===== src/rtl/fgen_pkg.sv =====
package fgen_pkg;

   // Divide span for a divider code: unit steps when unit_step is set,
   // otherwise even steps.
   function automatic logic [15:0] fgen_span(input logic [15:0] code,
                                             input logic unit_step);
      logic [15:0] base;
      base = code + 16'd1;
      return unit_step ? base : (base << 1);
   endfunction

endpackage


===== src/rtl/fgen_regs.sv =====
module fgen_regs #(
   parameter int NUM_REG = 2,
   parameter int REG_W   = 32,
   localparam int SEL_W  = (NUM_REG > 1) ? $clog2(NUM_REG) : 1
) (
   input  logic                     clk,
   input  logic                     rst_n,
   input  logic                     wr_en,
   input  logic [SEL_W-1:0]         wr_sel,
   input  logic [REG_W-1:0]         wr_data,
   input  logic [SEL_W-1:0]         rd_sel,
   output logic [REG_W-1:0]         rd_data,
   output logic [NUM_REG*REG_W-1:0] ctrl_flat
);
   logic [REG_W-1:0] reg_q [NUM_REG];

   for (genvar r = 0; r < NUM_REG; r++) begin : g_reg
      always_ff @(posedge clk) begin
         if (!rst_n)
            reg_q[r] <= '0;
         else if (wr_en && (wr_sel == SEL_W'(r)))
            reg_q[r] <= wr_data;
      end
      assign ctrl_flat[r*REG_W +: REG_W] = reg_q[r];
   end

   always_comb begin
      rd_data = '0;
      for (int r = 0; r < NUM_REG; r++)
         if (rd_sel == SEL_W'(r))
            rd_data = reg_q[r];
   end
endmodule


===== src/rtl/fgen_decode.sv =====
module fgen_decode
   import fgen_pkg::*;
#(
   parameter bit EXTENDED = 1'b1,
   parameter int FIELD_W  = 10,
   parameter int DIV_W    = 8,
   parameter int SRC_W    = 2,
   localparam int DVW     = DIV_W + 2
) (
   input  logic [FIELD_W-1:0] field,
   input  logic               scale,
   output logic               en,
   output logic [SRC_W-1:0]   src,
   output logic [DVW-1:0]     divisor
);
   logic [DIV_W-1:0] code;
   assign code    = field[DIV_W+1:2];
   assign divisor = DVW'(fgen_span(16'(code), scale));

   if (EXTENDED) begin : g_ext
      // code 0 of the source pair is the off state
      assign en  = |field[1:0];
      assign src = SRC_W'(field[1:0] - 2'd1);
   end else begin : g_leg
      assign en  = field[1];
      assign src = SRC_W'(field[0]);
   end
endmodule


===== src/rtl/fgen_divider.sv =====
module fgen_divider #(
   parameter int DVW     = 10,
   parameter int SRC_W   = 2,
   parameter int NUM_SRC = 3
) (
   input  logic               clk,
   input  logic               rst_n,
   input  logic               cfg_en,
   input  logic [SRC_W-1:0]   cfg_src,
   input  logic [DVW-1:0]     cfg_div,
   input  logic [NUM_SRC-1:0] src_tick,
   output logic               sel_tick,
   output logic               gen_clk,
   output logic               gen_tick
);
   logic [DVW-1:0]   cnt_q;
   logic [DVW-1:0]   div_q;
   logic [SRC_W-1:0] src_q;
   logic             run_q;
   logic             tick_q;
   logic             last;

   always_comb begin
      sel_tick = 1'b0;
      for (int s = 0; s < NUM_SRC; s++)
         if (src_q == SRC_W'(s))
            sel_tick = src_tick[s];
   end

   assign last = (cnt_q == (div_q - DVW'(1)));

   always_ff @(posedge clk) begin
      if (!rst_n) begin
         cnt_q  <= '0;
         div_q  <= DVW'(1);
         src_q  <= '0;
         run_q  <= 1'b0;
         tick_q <= 1'b0;
      end else begin
         run_q  <= cfg_en;
         tick_q <= 1'b0;
         if (!(cfg_en && run_q)) begin
            // idle or first enabled cycle: hold count, track settings
            cnt_q <= '0;
            div_q <= cfg_div;
            src_q <= cfg_src;
         end else if (sel_tick) begin
            if (last) begin
               cnt_q  <= '0;
               div_q  <= cfg_div;
               src_q  <= cfg_src;
               tick_q <= 1'b1;
            end else begin
               cnt_q <= cnt_q + DVW'(1);
            end
         end
      end
   end

   assign gen_tick = tick_q;
   assign gen_clk  = run_q && (cnt_q >= (div_q >> 1));
endmodule


===== src/rtl/fgen_bank.sv =====
module fgen_bank #(
   parameter bit EXTENDED    = 1'b1,
   parameter int NUM_REG     = 2,
   parameter int GEN_PER_REG = 3,
   parameter int REG_W       = 32,
   parameter int FIELD_W     = 10,
   parameter int DIV_W       = 8,
   parameter int SCALE_POS   = 30,
   parameter int NUM_SRC     = 3,
   localparam int NUM_GEN    = NUM_REG * GEN_PER_REG,
   localparam int SEL_W      = (NUM_REG > 1) ? $clog2(NUM_REG) : 1,
   localparam int SRC_W      = (NUM_SRC > 1) ? $clog2(NUM_SRC) : 1,
   localparam int DVW        = DIV_W + 2
) (
   input  logic               clk,
   input  logic               rst_n,
   input  logic               wr_en,
   input  logic [SEL_W-1:0]   wr_sel,
   input  logic [REG_W-1:0]   wr_data,
   input  logic [SEL_W-1:0]   rd_sel,
   output logic [REG_W-1:0]   rd_data,
   input  logic [NUM_SRC-1:0] src_tick,
   output logic [NUM_GEN-1:0] gen_clk,
   output logic [NUM_GEN-1:0] gen_tick
);
   if (FIELD_W * GEN_PER_REG > SCALE_POS) begin : g_bad_fields
      $error("fgen_bank: fields overlap the scale bit");
   end
   if (SCALE_POS >= REG_W) begin : g_bad_scale
      $error("fgen_bank: scale bit outside register");
   end
   if (DIV_W + 2 > FIELD_W) begin : g_bad_div
      $error("fgen_bank: divider code does not fit the field");
   end
   if (NUM_SRC < (EXTENDED ? 3 : 2)) begin : g_bad_src
      $error("fgen_bank: too few sources for the chosen layout");
   end

   logic [NUM_REG*REG_W-1:0] ctrl_flat;
   logic [NUM_GEN-1:0]       gen_en;
   logic [NUM_GEN-1:0]       sel_tick;
   logic                     unused_ctrl;

   assign unused_ctrl = ^ctrl_flat;

   fgen_regs #(.NUM_REG(NUM_REG), .REG_W(REG_W)) u_regs (
      .clk      (clk),
      .rst_n    (rst_n),
      .wr_en    (wr_en),
      .wr_sel   (wr_sel),
      .wr_data  (wr_data),
      .rd_sel   (rd_sel),
      .rd_data  (rd_data),
      .ctrl_flat(ctrl_flat)
   );

   for (genvar g = 0; g < NUM_GEN; g++) begin : g_gen
      localparam int REG_BASE = (g / GEN_PER_REG) * REG_W;
      localparam int FLD_BASE = REG_BASE + (g % GEN_PER_REG) * FIELD_W;

      logic             scale;
      logic [SRC_W-1:0] cfg_src;
      logic [DVW-1:0]   cfg_div;

      if (EXTENDED) begin : g_scale
         assign scale = ctrl_flat[REG_BASE + SCALE_POS];
      end else begin : g_noscale
         assign scale = 1'b0;
      end

      fgen_decode #(
         .EXTENDED(EXTENDED), .FIELD_W(FIELD_W),
         .DIV_W(DIV_W), .SRC_W(SRC_W)
      ) u_dec (
         .field  (ctrl_flat[FLD_BASE +: FIELD_W]),
         .scale  (scale),
         .en     (gen_en[g]),
         .src    (cfg_src),
         .divisor(cfg_div)
      );

      fgen_divider #(.DVW(DVW), .SRC_W(SRC_W), .NUM_SRC(NUM_SRC)) u_div (
         .clk     (clk),
         .rst_n   (rst_n),
         .cfg_en  (gen_en[g]),
         .cfg_src (cfg_src),
         .cfg_div (cfg_div),
         .src_tick(src_tick),
         .sel_tick(sel_tick[g]),
         .gen_clk (gen_clk[g]),
         .gen_tick(gen_tick[g])
      );
   end
endmodule


===== config.mk =====
export PLATFORM = sky130hd
export DESIGN_NAME = fgen_bank
export DESIGN_NICKNAME = d
export VERILOG_FILES = /design/src/rtl/fgen_pkg.sv /design/src/rtl/fgen_regs.sv /design/src/rtl/fgen_decode.sv /design/src/rtl/fgen_divider.sv /design/src/rtl/fgen_bank.sv
export SDC_FILE = /design/constraint.sdc
export NUM_CORES = 1
export LEC_CHECK = 0
export ABC_AREA = 1
export CAP_MARGIN = 5
export CORE_MARGIN = 1
export CORE_UTILIZATION = 33
export DETAILED_ROUTE_END_ITERATION = 6
export HOLD_SLACK_MARGIN = 0.15
export PLACE_DENSITY = 0.46
export SLEW_MARGIN = 20
export SYNTH_ARGS = -nofsm -noshare
export SYNTH_HDL_FRONTEND = slang
export SYNTH_HIERARCHICAL = 1
export SYNTH_SLANG_ARGS = --single-unit

===== constraint.sdc =====
create_clock -name clk -period 4.25 [get_ports clk]
set_clock_uncertainty 0.2 [all_clocks]
set_input_delay 0.85 -clock clk [delete_from_list [all_inputs] [get_ports clk]]
set_output_delay 0.85 -clock clk [all_outputs]
set_load 0.02 [all_outputs]

==> impl_metrics.py, run 1 <==
metrics = {
    "floorplan": {
        "design.die.area_um2": 45290,
        "start_util_pct": 33.75,
        "placeableCoreArea_um2": 43460,
        "io-pin-count": 84,
        "dieHeight_um": 212.8,
        "die-width_um": 212.8,
        "fp-row-count": 76,
    },
    "synthesis": {
        "synthesis.instances": 2203,
        "most_numerous_cell_in_the_yosys_netlist": "sky130_fd_sc_hd__nand2_1",
        "top_post_synthesis_cells_by_count": "589 x sky130_fd_sc_hd__nand2_1, 285 x sky130_fd_sc_hd__inv_1, 275 x sky130_fd_sc_hd__nor2_1",
        "synthesis.area_um2": 14670,
        "async_flop_share_pct": 0,
        "synth_edf_count": 64,
        "synth_sequential_area_ratio_pct": 32.76,
        "syn-num-nets": 2321,
        "ys_warn_count": 6,
        "syn-mean-instance-area_um2": 6.657,
        "synthTopCellsByArea": "sky130_fd_sc_hd__dfxtp_1 20%, sky130_fd_sc_hd__nand2_1 15%, sky130_fd_sc_hd__edfxtp_1 13%, sky130_fd_sc_hd__inv_1 7.3%, sky130_fd_sc_hd__nor2_1 7.0%",
        "synth_top_flop_cell": "sky130_fd_sc_hd__dfxtp_1",
        "synthDistinctLibCells": 32,
        "yosys_register_bits": 208,
        "top_cell_type_s_share_of_synthesized_area_pct": 19.66,
        "post-synth-top-area-cell": "sky130_fd_sc_hd__dfxtp_1",
    },
    "setup_path": {
        "worst-endpoint-arrival_ns": 2.83,
        "timing.critical_path.to_type": "output pin",
        "crit_fanout": 5,
        "timing.setup.critical_path_class": "reg2out",
        "worst_r2r_path_depth": 12,
        "crit_path_start_kind": "flop",
        "worstPathRequired_ns": 3.20,
    },
    "power": {
        "power.combinational.fraction_pct": 23.1,
        "vdd_ir_drop_max_mv": 0.2818,
        "clock_power_share_pct": 39.9,
        "p_per_area_nw_per_um2": 374.0,
        "power_frac_seq_pct": 37.0,
        "intPower_uw": 4282,
        "leakage_uw": 0.007708,
        "p_sw_share_pct": 32.57,
        "power.net_switching_uw": 2069,
    },
    "sta": {
        "rsz0062_at_grt": "no",
        "finalHoldViolations": 0,
        "tns_ns": 0,
        "setup_viol": 0,
        "max-slew-margin-rel_pct": 35.70,
        "report.final.slew_viol_count": 0,
        "pin_slew_with_the_least_headroom_to_its_limit_ns": 0.9634,
        "final.min_clock_period_ns": 3.881,
        "achievable-frequency_mhz": 257.7,
        "finalCritPeriodShare_pct": 91.31,
    },
    "cells_and_area": {
        "post-route-cell-area_um2": 16980,
        "final.fill_count": 4697,
        "area_delta_synth_final_pct": 15.80,
        "multi_input_comb_area_um2": 8234,
        "final_net_count": 2396,
        "post_route_cells_drive_above_1_share_pct": 9.522,
        "final_core_utilization_pct": 39.08,
        "storage_cell_area_um2": 4805,
        "instances_no_fill": 2886,
    },
    "job": {
        "maxCapViolCount": 0,
    },
    "clock_tree": {
        "clkLatencyLatePin_ns": 0.58,
        "clk_path_buf_depth": 3,
        "numClockSinks": 208,
        "post-cts-setup-buffers": 0,
        "cts-hold-fix-buffers": 0,
        "cts.reportedPaths.clkPinSlew_ns": 0.06,
        "clock_buffer_count_from_cts": 28,
        "cts_tree": "done",
        "cts_resized": 0,
        "cts_htree_levels": 1,
        "root_buffer": "sky130_fd_sc_hd__clkbuf_16",
    },
    "hold_path": {
        "min-delay-path-class": "reg2reg",
        "timing.hold.worst_path_depth": 2,
    },
    "global_route": {
        "grt_pass1_vias": 12940,
        "wire_length_of_the_first_global_routing_pass_mm": 68.02,
        "groute.usage.overall_pct": 18.79,
        "antenna_found_initial": 2,
        "grt-ovfl-total": 0,
        "grt_max_degree": 39,
    },
    "placed_design": {
        "place_hpwl_mm": 31.75,
        "finalWeightedCongestion": 0.8250,
        "placed_area_um2": 15990,
        "post-place-cells": 2833,
        "port_buffers": 83,
    },
    "route": {
        "detailedRoute.firstIterationViolations": 728,
        "vias_per_cell": 4.713,
        "avgRoutedWirePerCell_um": 14.51,
        "finalWirelength_mm": 41.88,
        "postRouteAntennaNets": 0,
        "drt_drc_violations_left": 0,
        "total_via_count_in_the_routed_design": 13600,
        "drt_first_pass_iters": 5,
    },
    "outcome": {
        "run_status": "complete, no violations",
    },
}
[area by class of cell]
| type | count | share of cell area (%) |
|---|---|---|
| multi-input cells | 1599 | 48.49 |
| flip-flops and latches | 208 | 28.29 |
| inverters | 347 | 7.743 |
| repair buffers | 94 | 5.334 |
| clock buffers | 34 | 4.384 |
| well taps | 585 | 4.310 |
| clock inverters | 18 | 1.437 |
| diodes | 1 | 0.01474 |
[worst paths after layout]
check,startpoint,end,slack (ns)
worst min-delay path,g_gen[2].u_div/cnt_q[0],g_gen[2].u_div/cnt_q[0],0.31
worst min register to register,g_gen[2].u_div/cnt_q[0],g_gen[2].u_div/cnt_q[0],0.31
worst max-delay path,g_gen[0].u_div/div_q[6],gen_clk[0],0.37
worst max register to register,g_gen[3].u_div/div_q[0],g_gen[3].u_div/cnt_q[8],1.90
[through the flow]
| step | power, uW | hold WS [ns] | setup WS (ns) |
|---|---|---|---|
| floorplan | 3435 | 0.2692 | 0.3942 |
| global placement | 3854 | 0.2909 | 0.8412 |
| detailed placement | 3867 | 0.2971 | 0.7888 |
| CTS | 6458 | 0.3059 | 0.3106 |
| global route | 6747 | 0.3448 | 0.1600 |
| finish | 6351 | 0.3058 | 0.3692 |
[cell usage in the layout (no fill, tap or decap), types with 55 or more instances in the layout]
cell type / instances
sky130_fd_sc_hd__nand2_1: 589
sky130_fd_sc_hd__edfxtp_1: 64
sky130_fd_sc_hd__nand3_1: 202
sky130_fd_sc_hd__inv_1: 285
sky130_fd_sc_hd__dfxtp_1: 144
sky130_fd_sc_hd__nor2_1: 275
sky130_fd_sc_hd__inv_2: 57
sky130_fd_sc_hd__a21oi_1: 120
sky130_fd_sc_hd__ha_1: 78
sky130_fd_sc_hd__clkdlybuf4s50_1: 81
sky130_fd_sc_hd__o21ai_0: 55
[flip-flops by register name, summed over array words and instances (netlist names)]
name	count
g_gen.u_div/cnt_q	60
u_regs/reg_q	64
g_gen.u_div/div_q	60
g_gen.u_div/gen_tick	6
g_gen.u_div/run_q	6
g_gen.u_div/src_q	12
[critical path, stage by stage (launching register included)]
cell and delay [ns]:
sky130_fd_sc_hd__dfxtp_1 0.47, sky130_fd_sc_hd__inv_2 0.12, sky130_fd_sc_hd__ha_1 0.30, sky130_fd_sc_hd__a21oi_1 0.15, sky130_fd_sc_hd__o21ai_0 0.10, sky130_fd_sc_hd__nand2_1 0.06, sky130_fd_sc_hd__o2111ai_1 0.12, sky130_fd_sc_hd__o21ai_0 0.31
sky130_fd_sc_hd__inv_1 0.07, sky130_fd_sc_hd__clkdlybuf4s50_1 0.57
[cell families (layout without fill, tap and decap cells)]
logic type / Yosys count / after routing / synth area share (%)
AO/OA/AOI/OAI: 218 / 218 / 7.696
AND/OR/NAND/NOR: 1256 / 1256 / 38.84
buffers and inverters: 396 / 493 / 11.24
other: 0 / 1 / 0
flip-flops: 208 / 208 / 32.76
adder cells (fa/ha/maj): 78 / 78 / 6.655
XOR/XNOR: 47 / 47 / 2.807
[routing by layer]
layer  track usage, %  vias up  routed length, um
met1            26.43     6160              21030
met5                0        -                  0
met4            3.696        0                765
li1                 -     7198                  -
met2            30.21      205              18270
met3            3.030       39               1815
[power groups by stage]
| stage | sequential (uW) | combinational, uW | clock [uW] |
|---|---|---|---|
| finish | 2350 | 1470 | 2540 |
| global route | 2370 | 1690 | 2690 |
| CTS | 2350 | 1480 | 2620 |
| detailed placement | 2390 | 1480 | 0 |
| global placement | 2390 | 1460 | 0 |
| floorplan | 2340 | 1100 | 0 |
Note: power is estimated with default switching activity, not from simulation.
==> run 2: changes to the inputs <==
CAP_MARGIN = 20   (was 5)
==> results of run 2 <==
The final DEF is identical to that of run 1; final timing and power are the same.
